==> config.mk <==
export PLATFORM = sky130hd
export DESIGN_NAME = issue_dep_accum
export DESIGN_NICKNAME = d
export VERILOG_FILES = /design/src/rtl/dep_pkg.sv /design/src/rtl/reg_to_unary.sv /design/src/rtl/slot_vectors.sv /design/src/rtl/prefix_or.sv /design/src/rtl/issue_dep_accum.sv
export SDC_FILE = /design/constraint.sdc
export NUM_CORES = 1
export LEC_CHECK = 0
export BUFFER_PORTS_ARGS = -buffer_cell sky130_fd_sc_hd__buf_2
export CAP_MARGIN = 20
export CORE_MARGIN = 4
export CORE_UTILIZATION = 45
export CTS_BUF_LIST = sky130_fd_sc_hd__clkbuf_2 sky130_fd_sc_hd__clkbuf_4 sky130_fd_sc_hd__clkbuf_8
export DETAILED_ROUTE_END_ITERATION = 7
export PLACE_DENSITY = 0.73
export SLEW_MARGIN = 15
export SYNTH_ARGS = -nofsm -noshare
export SYNTH_HDL_FRONTEND = slang
export SYNTH_SLANG_ARGS = --single-unit
==> constraint.sdc <==
create_clock -name clk -period 2.6 [get_ports clk]
set_clock_uncertainty 0.05 [all_clocks]
set_input_delay 0 -clock clk [delete_from_list [all_inputs] [get_ports clk]]
set_output_delay 0 -clock clk [all_outputs]
set_load 0.02 [all_outputs]
==> src/rtl/dep_pkg.sv <==
package dep_pkg;
    localparam int DEF_SLOTS = 4;
    localparam int DEF_NREGS = 32;
    localparam int DEF_NSRC  = 2;

    function automatic int idx_width(input int nregs);
        return (nregs > 1) ? $clog2(nregs) : 1;
    endfunction
endpackage

==> src/rtl/reg_to_unary.sv <==
module reg_to_unary #(
    parameter int NREGS     = 32,
    parameter int IDXW      = 5,
    parameter bit SKIP_ZERO = 1'b1
) (
    input  logic             en,
    input  logic [IDXW-1:0]  idx,
    output logic [NREGS-1:0] vec
);
    always_comb begin
        vec = '0;
        if (en && (int'(idx) < NREGS) && !(SKIP_ZERO && idx == '0)) begin
            vec[idx] = 1'b1;
        end
    end
endmodule

==> src/rtl/slot_vectors.sv <==
module slot_vectors #(
    parameter int NREGS = 32,
    parameter int IDXW  = 5,
    parameter int NSRC  = 2
) (
    input  logic                 vld,
    input  logic                 wen,
    input  logic [IDXW-1:0]      widx,
    input  logic [NSRC-1:0]      sen,
    input  logic [NSRC*IDXW-1:0] sidx,
    output logic [NREGS-1:0]     wvec,
    output logic [NREGS-1:0]     rvec
);
    logic [NSRC-1:0][NREGS-1:0] src_vec;

    reg_to_unary #(.NREGS(NREGS), .IDXW(IDXW), .SKIP_ZERO(1'b1)) u_dst (
        .en  (vld && wen),
        .idx (widx),
        .vec (wvec)
    );

    for (genvar j = 0; j < NSRC; j++) begin : g_src
        reg_to_unary #(.NREGS(NREGS), .IDXW(IDXW), .SKIP_ZERO(1'b1)) u_src (
            .en  (vld && sen[j]),
            .idx (sidx[j*IDXW +: IDXW]),
            .vec (src_vec[j])
        );
    end

    always_comb begin
        rvec = '0;
        for (int j = 0; j < NSRC; j++) begin
            rvec = rvec | src_vec[j];
        end
    end
endmodule

==> src/rtl/prefix_or.sv <==
module prefix_or #(
    parameter int SLOTS = 4,
    parameter int NREGS = 32
) (
    input  logic [SLOTS-1:0][NREGS-1:0] own,
    output logic [SLOTS-1:0][NREGS-1:0] cum
);
    always_comb begin
        cum[0] = own[0];
        for (int s = 1; s < SLOTS; s++) begin
            cum[s] = cum[s-1] | own[s];
        end
    end
endmodule

==> src/rtl/issue_dep_accum.sv <==
module issue_dep_accum
    import dep_pkg::*;
#(
    parameter int SLOTS = DEF_SLOTS,
    parameter int NREGS = DEF_NREGS,
    parameter int NSRC  = DEF_NSRC,
    parameter int IDXW  = idx_width(NREGS)
) (
    input  logic                        clk,
    input  logic                        rst_n,
    input  logic [SLOTS-1:0]            slot_vld,
    input  logic [SLOTS-1:0]            dst_en,
    input  logic [SLOTS*IDXW-1:0]       dst_idx,
    input  logic [SLOTS*NSRC-1:0]       src_en,
    input  logic [SLOTS*NSRC*IDXW-1:0]  src_idx,
    output logic [SLOTS*NREGS-1:0]      wr_haz,
    output logic [SLOTS*NREGS-1:0]      rd_haz
);
    localparam int SRCW = NSRC * IDXW;

    typedef struct packed {
        logic [SLOTS-1:0][NREGS-1:0] wr;
        logic [SLOTS-1:0][NREGS-1:0] rd;
    } haz_t;

    logic [SLOTS-1:0][NREGS-1:0] own_wr, own_rd, cum_wr, cum_rd;
    haz_t st_d, st_q;

    for (genvar s = 0; s < SLOTS; s++) begin : g_slot
        slot_vectors #(.NREGS(NREGS), .IDXW(IDXW), .NSRC(NSRC)) u_vec (
            .vld  (slot_vld[s]),
            .wen  (dst_en[s]),
            .widx (dst_idx[s*IDXW +: IDXW]),
            .sen  (src_en[s*NSRC +: NSRC]),
            .sidx (src_idx[s*SRCW +: SRCW]),
            .wvec (own_wr[s]),
            .rvec (own_rd[s])
        );
    end

    prefix_or #(.SLOTS(SLOTS), .NREGS(NREGS)) u_wr_chain (
        .own (own_wr),
        .cum (cum_wr)
    );

    prefix_or #(.SLOTS(SLOTS), .NREGS(NREGS)) u_rd_chain (
        .own (own_rd),
        .cum (cum_rd)
    );

    always_comb begin
        st_d    = st_q;
        st_d.wr = cum_wr;
        st_d.rd = cum_rd;
        if (!rst_n) begin
            st_d = '0;
        end
    end

    always_ff @(posedge clk) begin
        st_q <= st_d;
    end

    assign wr_haz = st_q.wr;
    assign rd_haz = st_q.rd;

    // Assertions guarding the registered hazard rows
    p_reset_clear_r8: assert property (@(posedge clk)
        !rst_n |=> (wr_haz == '0 && rd_haz == '0));

    p_dst_marked_r1: assert property (@(posedge clk) disable iff (!rst_n)
        ($past(rst_n) && $past(slot_vld[0] && dst_en[0]) && $past(dst_idx[IDXW-1:0]) != '0
         && int'($past(dst_idx[IDXW-1:0])) < NREGS)
        |-> st_q.wr[0][$past(dst_idx[IDXW-1:0])]);

    for (genvar s = 0; s < SLOTS; s++) begin : g_chk
        p_no_zero_reg_r6: assert property (@(posedge clk) disable iff (!rst_n)
            (st_q.wr[s][0] == 1'b0 && st_q.rd[s][0] == 1'b0));
        if (s > 0) begin : g_later
            p_cascade_superset_r3: assert property (@(posedge clk) disable iff (!rst_n)
                ((st_q.wr[s-1] & ~st_q.wr[s]) == '0 && (st_q.rd[s-1] & ~st_q.rd[s]) == '0));
            p_idle_passthru_r4: assert property (@(posedge clk) disable iff (!rst_n)
                ($past(rst_n) && !$past(slot_vld[s]))
                |-> (st_q.wr[s] == st_q.wr[s-1] && st_q.rd[s] == st_q.rd[s-1]));
        end else begin : g_first
            p_idle_first_r4: assert property (@(posedge clk) disable iff (!rst_n)
                ($past(rst_n) && !$past(slot_vld[0]))
                |-> (st_q.wr[0] == '0 && st_q.rd[0] == '0));
        end
    end
endmodule

# --- Word level (Yosys, flattened, before mapping) ---
# Index checks and enable logic that the tools add are counted.
word_totals:
  elab_cells: 138
  output_inout_bits: 256
  input_bits: 78
  regBits: 256
classes:
  magnitude_cmp: 24
  bitwise: 10
  reduce_logical: 60
  mux: 36
op_table:
  columns: ["cell", "n"]
  rows:
  - ["$mux W32", 12]
  - ["$or A32 B32 Y32", 10]
  - ["$lt A5 B6 Y1 const B", 12]
  - ["$demux W1 S5", 12]
  - ["$ge A5 B1 Y1 const B", 12]
  - ["$logic_not A5 Y1", 12]
  - ["$logic_and A1 B1 Y1", 36]
  - ["$logic_not A1 Y1", 12]
  - ["$mux W1", 12]

# --- Longest topological paths before layout ---
logic_depth:
  ltp_word: 9
  depth_mapped: 7

# --- Modules after synthesis ---
# From an unflattened synthesis, not the netlist that was laid out.
hier_totals:
  cells_unflattened: 1512
  hier_area_um2: 12360.6
modules_own_cells:
  columns: ["mod", "cells_per_inst", "n_inst", "area_each_um2"]
  rows:
  - ["issue_dep_accum", 540, 1, 6870.3]
  - ["reg_to_unary", 48, 12, 237.7]
  - ["prefix_or", 128, 2, 880.8]
  - ["slot_vectors", 35, 4, 219.0]

# --- Worst setup path before layout ---
# No wires, ideal clock.
synth_path:
  path_type: "input -> register"
  startpoint: "input port slot_vld[1]"
  endpoint: "register st_q (netlist bit rd_haz[112])"
  setup_slack_ps: 1241
  path_stages: 6
  arrival_time_ps: 1184
  setup_time_ps: 125
  path_buffers: 2
  cell_sequence: "buf_2 nand4bb_1 buf_2 nor2_1 or3_1 o41a_1"
synth_via:
  elab_chain_len: 7
  word_cells_on_any_way: 10
synth_rtl:
  columns: ["element", "line_no", "text"]
  rows:
  - ["from (decl)", "issue_dep_accum.sv:11", "input logic [SLOTS-1:0] slot_vld,"]
  - ["$logic_and A1 B1 Y1", "slot_vectors.sv:24", ".en (vld && sen[j]),"]
  - ["$logic_and A1 B1 Y1", "reg_to_unary.sv:12", "if (en && (int'(idx) < NREGS) && !(SKIP_ZERO && idx == '0)) begin"]
  - ["$mux W32", "reg_to_unary.sv:12", null]
  - ["$or A32 B32 Y32 *", "slot_vectors.sv:33", "rvec = rvec | src_vec[j];"]
  - ["$or A32 B32 Y32 * (3 in a row)", "prefix_or.sv:11", "cum[s] = cum[s-1] | own[s];"]
  - ["to (signal assigned)", "issue_dep_accum.sv:61", "st_q <= st_d;"]
  - ["to (decl)", "issue_dep_accum.sv:27", "haz_t st_d, st_q;"]
# Every way passes the cells marked *; elsewhere a longest branch is shown, timed or not.
# A chain may end at the register's enable or synchronous reset.

# --- Worst setup path after layout ---
layout_path:
  startpoint: "input port dst_idx[3]"
  endpoint: "register st_q (netlist bit wr_haz[51])"
layout_via:
  elab_chain_len: 6
  word_cells_on_any_way: 10
layout_rtl:
  columns: ["element", "line_no", "text"]
  rows:
  - ["from (decl)", "issue_dep_accum.sv:13", "input logic [SLOTS*IDXW-1:0] dst_idx,"]
  - ["$lt A5 B6 Y1 (implied by the code) or $ge A5 B1 Y1 (tied branches)", "reg_to_unary.sv:13", "vec[idx] = 1'b1;"]
  - ["$logic_and A1 B1 Y1 (implied by the code)", "reg_to_unary.sv:13", null]
  - ["$mux W1 (implied by the code)", "reg_to_unary.sv:13", null]
  - ["$demux W1 S5", null, null]
  - ["$mux W32 *", "reg_to_unary.sv:12", null]
  - ["$or A32 B32 Y32 *", "prefix_or.sv:11", null]
# Marks and branches as above.

==> qor.yml <==
timing:
  final_critical_period_ps: 2430
  totalNegativeSetupSlack_ps: 0
  min_period_over_period_pct: 93.6
  timing_max_transition_violations_final: 0
  grt_setup_unrepaired: "no"
  final_hold_violating_endpoints: 0
  fmax_mhz: 411
  final-setup-viol-count: 0
  worstMarginPinSlew_ps: 852
  final.setup.worst_slack_ps: 166
  timing.slew.headroom_pct: 42.7
placement:
  place.port_buffers: 333
  dpl.cell_count: 1554
  gpl.final_weighted_congestion: 0.951
  post_dp_hpwl_um: 29500
  dp_worst_setup_slack_ps: 666
detailed_routing:
  route.detailed.vias_per_inst: 5.93
  route.vias.total: 9964
  totalWireLength_um: 39000
  wl_per_cell_um: 23.2
  drc_errors: 0
  drt-initial-drc-count: 1314
  antenna_violating_nets_left: 0
  drt_first_pass_iters: 6
run_status:
  run_status: "complete, no violations"
die:
  floorplan.initialDensity_pct: 46.3
  core_region_area_um2: 20500
  die_area_um2: 23500
  i_o_pin_count: 334
  die_y_um: 153
  rows: 52
  die_w_um: 153
worst_hold_path:
  min_path_cells: 4
  holdCritPathClass: "input port to flop"
  min_from: "src_en[7]"
  worst_hold_path.endpoint: "rd_haz[127]"
clocking:
  cts_buffers: 40
  cts-resized-gates: 0
  tritoncts: "built"
  clock_tree.buffer_depth: 3
  worst_setup_hold_path_clk_slew_ps: 60
  htree_levels: 2
  clock-sinks: 256
  clock_tree.root_cell: "sky130_fd_sc_hd__clkbuf_8"
worst_setup_path:
  worst_path_maximum_fanout: 9
  crit_type: "input port to flop"
  critPathCaptureType: "flop"
  timing.critical_path.arrival_ps: 2870
  critPathRequiredTime_ps: 3040
  timing_startpoint_of_the_critical_path: "dst_idx[3]"
  critical_path.startpoint_type: "input port"
logic_synthesis:
  synthFlopType: "sky130_fd_sc_hd__dfxtp_1"
  synth.cell_area_um2: 9490
  synth_edf_count: 0
  unique_cell_type_count_in_the_yosys_netlist: 54
  synth-seq-cells: 256
  synth-warning-count: 0
  netlist_instances: 992
  syn_area_per_cell_um2: 9.57
  synth-async-reset-ratio_pct: 0
  seq_area_frac_synth_pct: 54.0
global_routing:
  grt_max_degree: 65
  grt_antenna_before_repair: 3
  grt.overflow.total: 0
  grt.total_usage_pct: 31.6
  wire_length_of_the_first_global_routing_pass_um: 58200
  via_count_of_the_first_global_routing_pass: 9556
finish:
  finish.net_count: 1458
  layout_common_cells: "333 x sky130_fd_sc_hd__buf_2, 256 x sky130_fd_sc_hd__dfxtp_1, 103 x sky130_fd_sc_hd__o22ai_1, 97 x sky130_fd_sc_hd__nor2_1, 54 x sky130_fd_sc_hd__dlygate4sd3_1"
  layout.filler_cells: 1706
  final_common_cell: "sky130_fd_sc_hd__buf_2"
  final_layout_size_suffix_gt1_share_pct: 31.7
  fin_util_pct: 62.0
  synth_to_layout_area_growth_pct: 33.9
  fin_cells: 1679
pwr:
  cellLeakagePower_uw: 0.00585
  power_density_nw_per_um2: 644
  vdd.ir_drop.worst_mv: 0.358
  design_power_total_uw: 8190
run:
  drv.max_cap_violation_count: 0
report_power, final:
group / leakage (uW) / switching [uW] / internal (uW)
clock network: 0.000449 / 1540 / 1960
logic: 0.00333 / 465 / 230
registers: 0.00207 / 21.1 / 3980
stage by stage:
step	hold slack (ps)	instance area [um2]
6_report	34.4	12700
2_1_floorplan	90.9	9520
4_1_cts	0.965	12700
3_5_place_dp	353	11300
5_1_grt	50.2	12700
3_3_place_gp	365	11300
worst max-delay path by stage:
| stage | slack [ps] | cells after the start | end |
|---|---|---|---|
| after floorplan | 1240 | 6 | rd_haz[112] |
| after global placement | 690 | 5 | wr_haz[112] |
| after detailed placement | 670 | 5 | wr_haz[112] |
| after CTS | 220 | 6 | wr_haz[51] |
| after global routing | 160 | 6 | wr_haz[51] |
| final | 170 | 6 | wr_haz[51] |
registers in the layout, summed over array words and instances, names as in the netlist:
name	flops
wr_haz	128
rd_haz	128
final cells by class:
cell class                 count  area, um2  area share, %
sequential                   256       5120           40.3
timing repair buffer         392       2240           17.7
clock buffer                  60        751           5.91
multi-input combinational    661       4050           31.9
clock inverter                 8       88.8          0.699
antenna                        3       7.51         0.0591
inverter                      29        109          0.856
tap                          270        338           2.66
metal layers:
layer	vias up	share of wire [%]	track usage, %
met2	717	47	51.9
met1	4659	39	40.3
met4	0	4.8	13.9
met3	119	9.8	6.64
met5	-	0	0
li1	4469	-	-
Yosys cell counts (15+ instances only):
| cell type | count | area, um2 |
|---|---|---|
| sky130_fd_sc_hd__nand4b_1 | 20 | 175 |
| sky130_fd_sc_hd__nand4_1 | 15 | 93.8 |
| sky130_fd_sc_hd__nor2_1 | 97 | 364 |
| sky130_fd_sc_hd__o21ai_0 | 24 | 120 |
| sky130_fd_sc_hd__o221ai_1 | 24 | 210 |
| sky130_fd_sc_hd__nand3b_1 | 26 | 195 |
| sky130_fd_sc_hd__nor3_1 | 39 | 195 |
| sky130_fd_sc_hd__nand2_1 | 29 | 109 |
| sky130_fd_sc_hd__nand3_1 | 23 | 115 |
| sky130_fd_sc_hd__clkbuf_1 | 32 | 120 |
| sky130_fd_sc_hd__or3b_2 | 24 | 210 |
| sky130_fd_sc_hd__and2_1 | 39 | 244 |
| sky130_fd_sc_hd__o22ai_1 | 103 | 644 |
| sky130_fd_sc_hd__a21oi_1 | 40 | 200 |
| sky130_fd_sc_hd__dfxtp_1 | 256 | 5120 |
| sky130_fd_sc_hd__inv_1 | 29 | 109 |
| sky130_fd_sc_hd__or3_1 | 15 | 93.8 |
worst max-delay path, stage by stage:
cell and delay [ps]:
sky130_fd_sc_hd__dlygate4sd3_1 540, sky130_fd_sc_hd__buf_2 170, sky130_fd_sc_hd__or3b_2 480, sky130_fd_sc_hd__dlygate4sd3_1 660
sky130_fd_sc_hd__o32ai_1 360, sky130_fd_sc_hd__dlygate4sd3_1 660
cell families (layout without fill, tap and decap cells):
kind of cell           count (synthesis)  after routing  share of synthesized area (%)
other                                  1             11                         0.0395
buffers and inverters                 82            489                           3.64
DFF                                  256            256                           54.0
and+or+nand+nor                      398            398                           24.3
AOI/OAI and AO/OA                    255            255                           18.0
timing repair:
action | CTS | global route
endpoints found under the hold margin | 96 | 0
hold buffers | 54 | 0
setup buffers | 0 | 0
(Power assumes the default switching activity.)
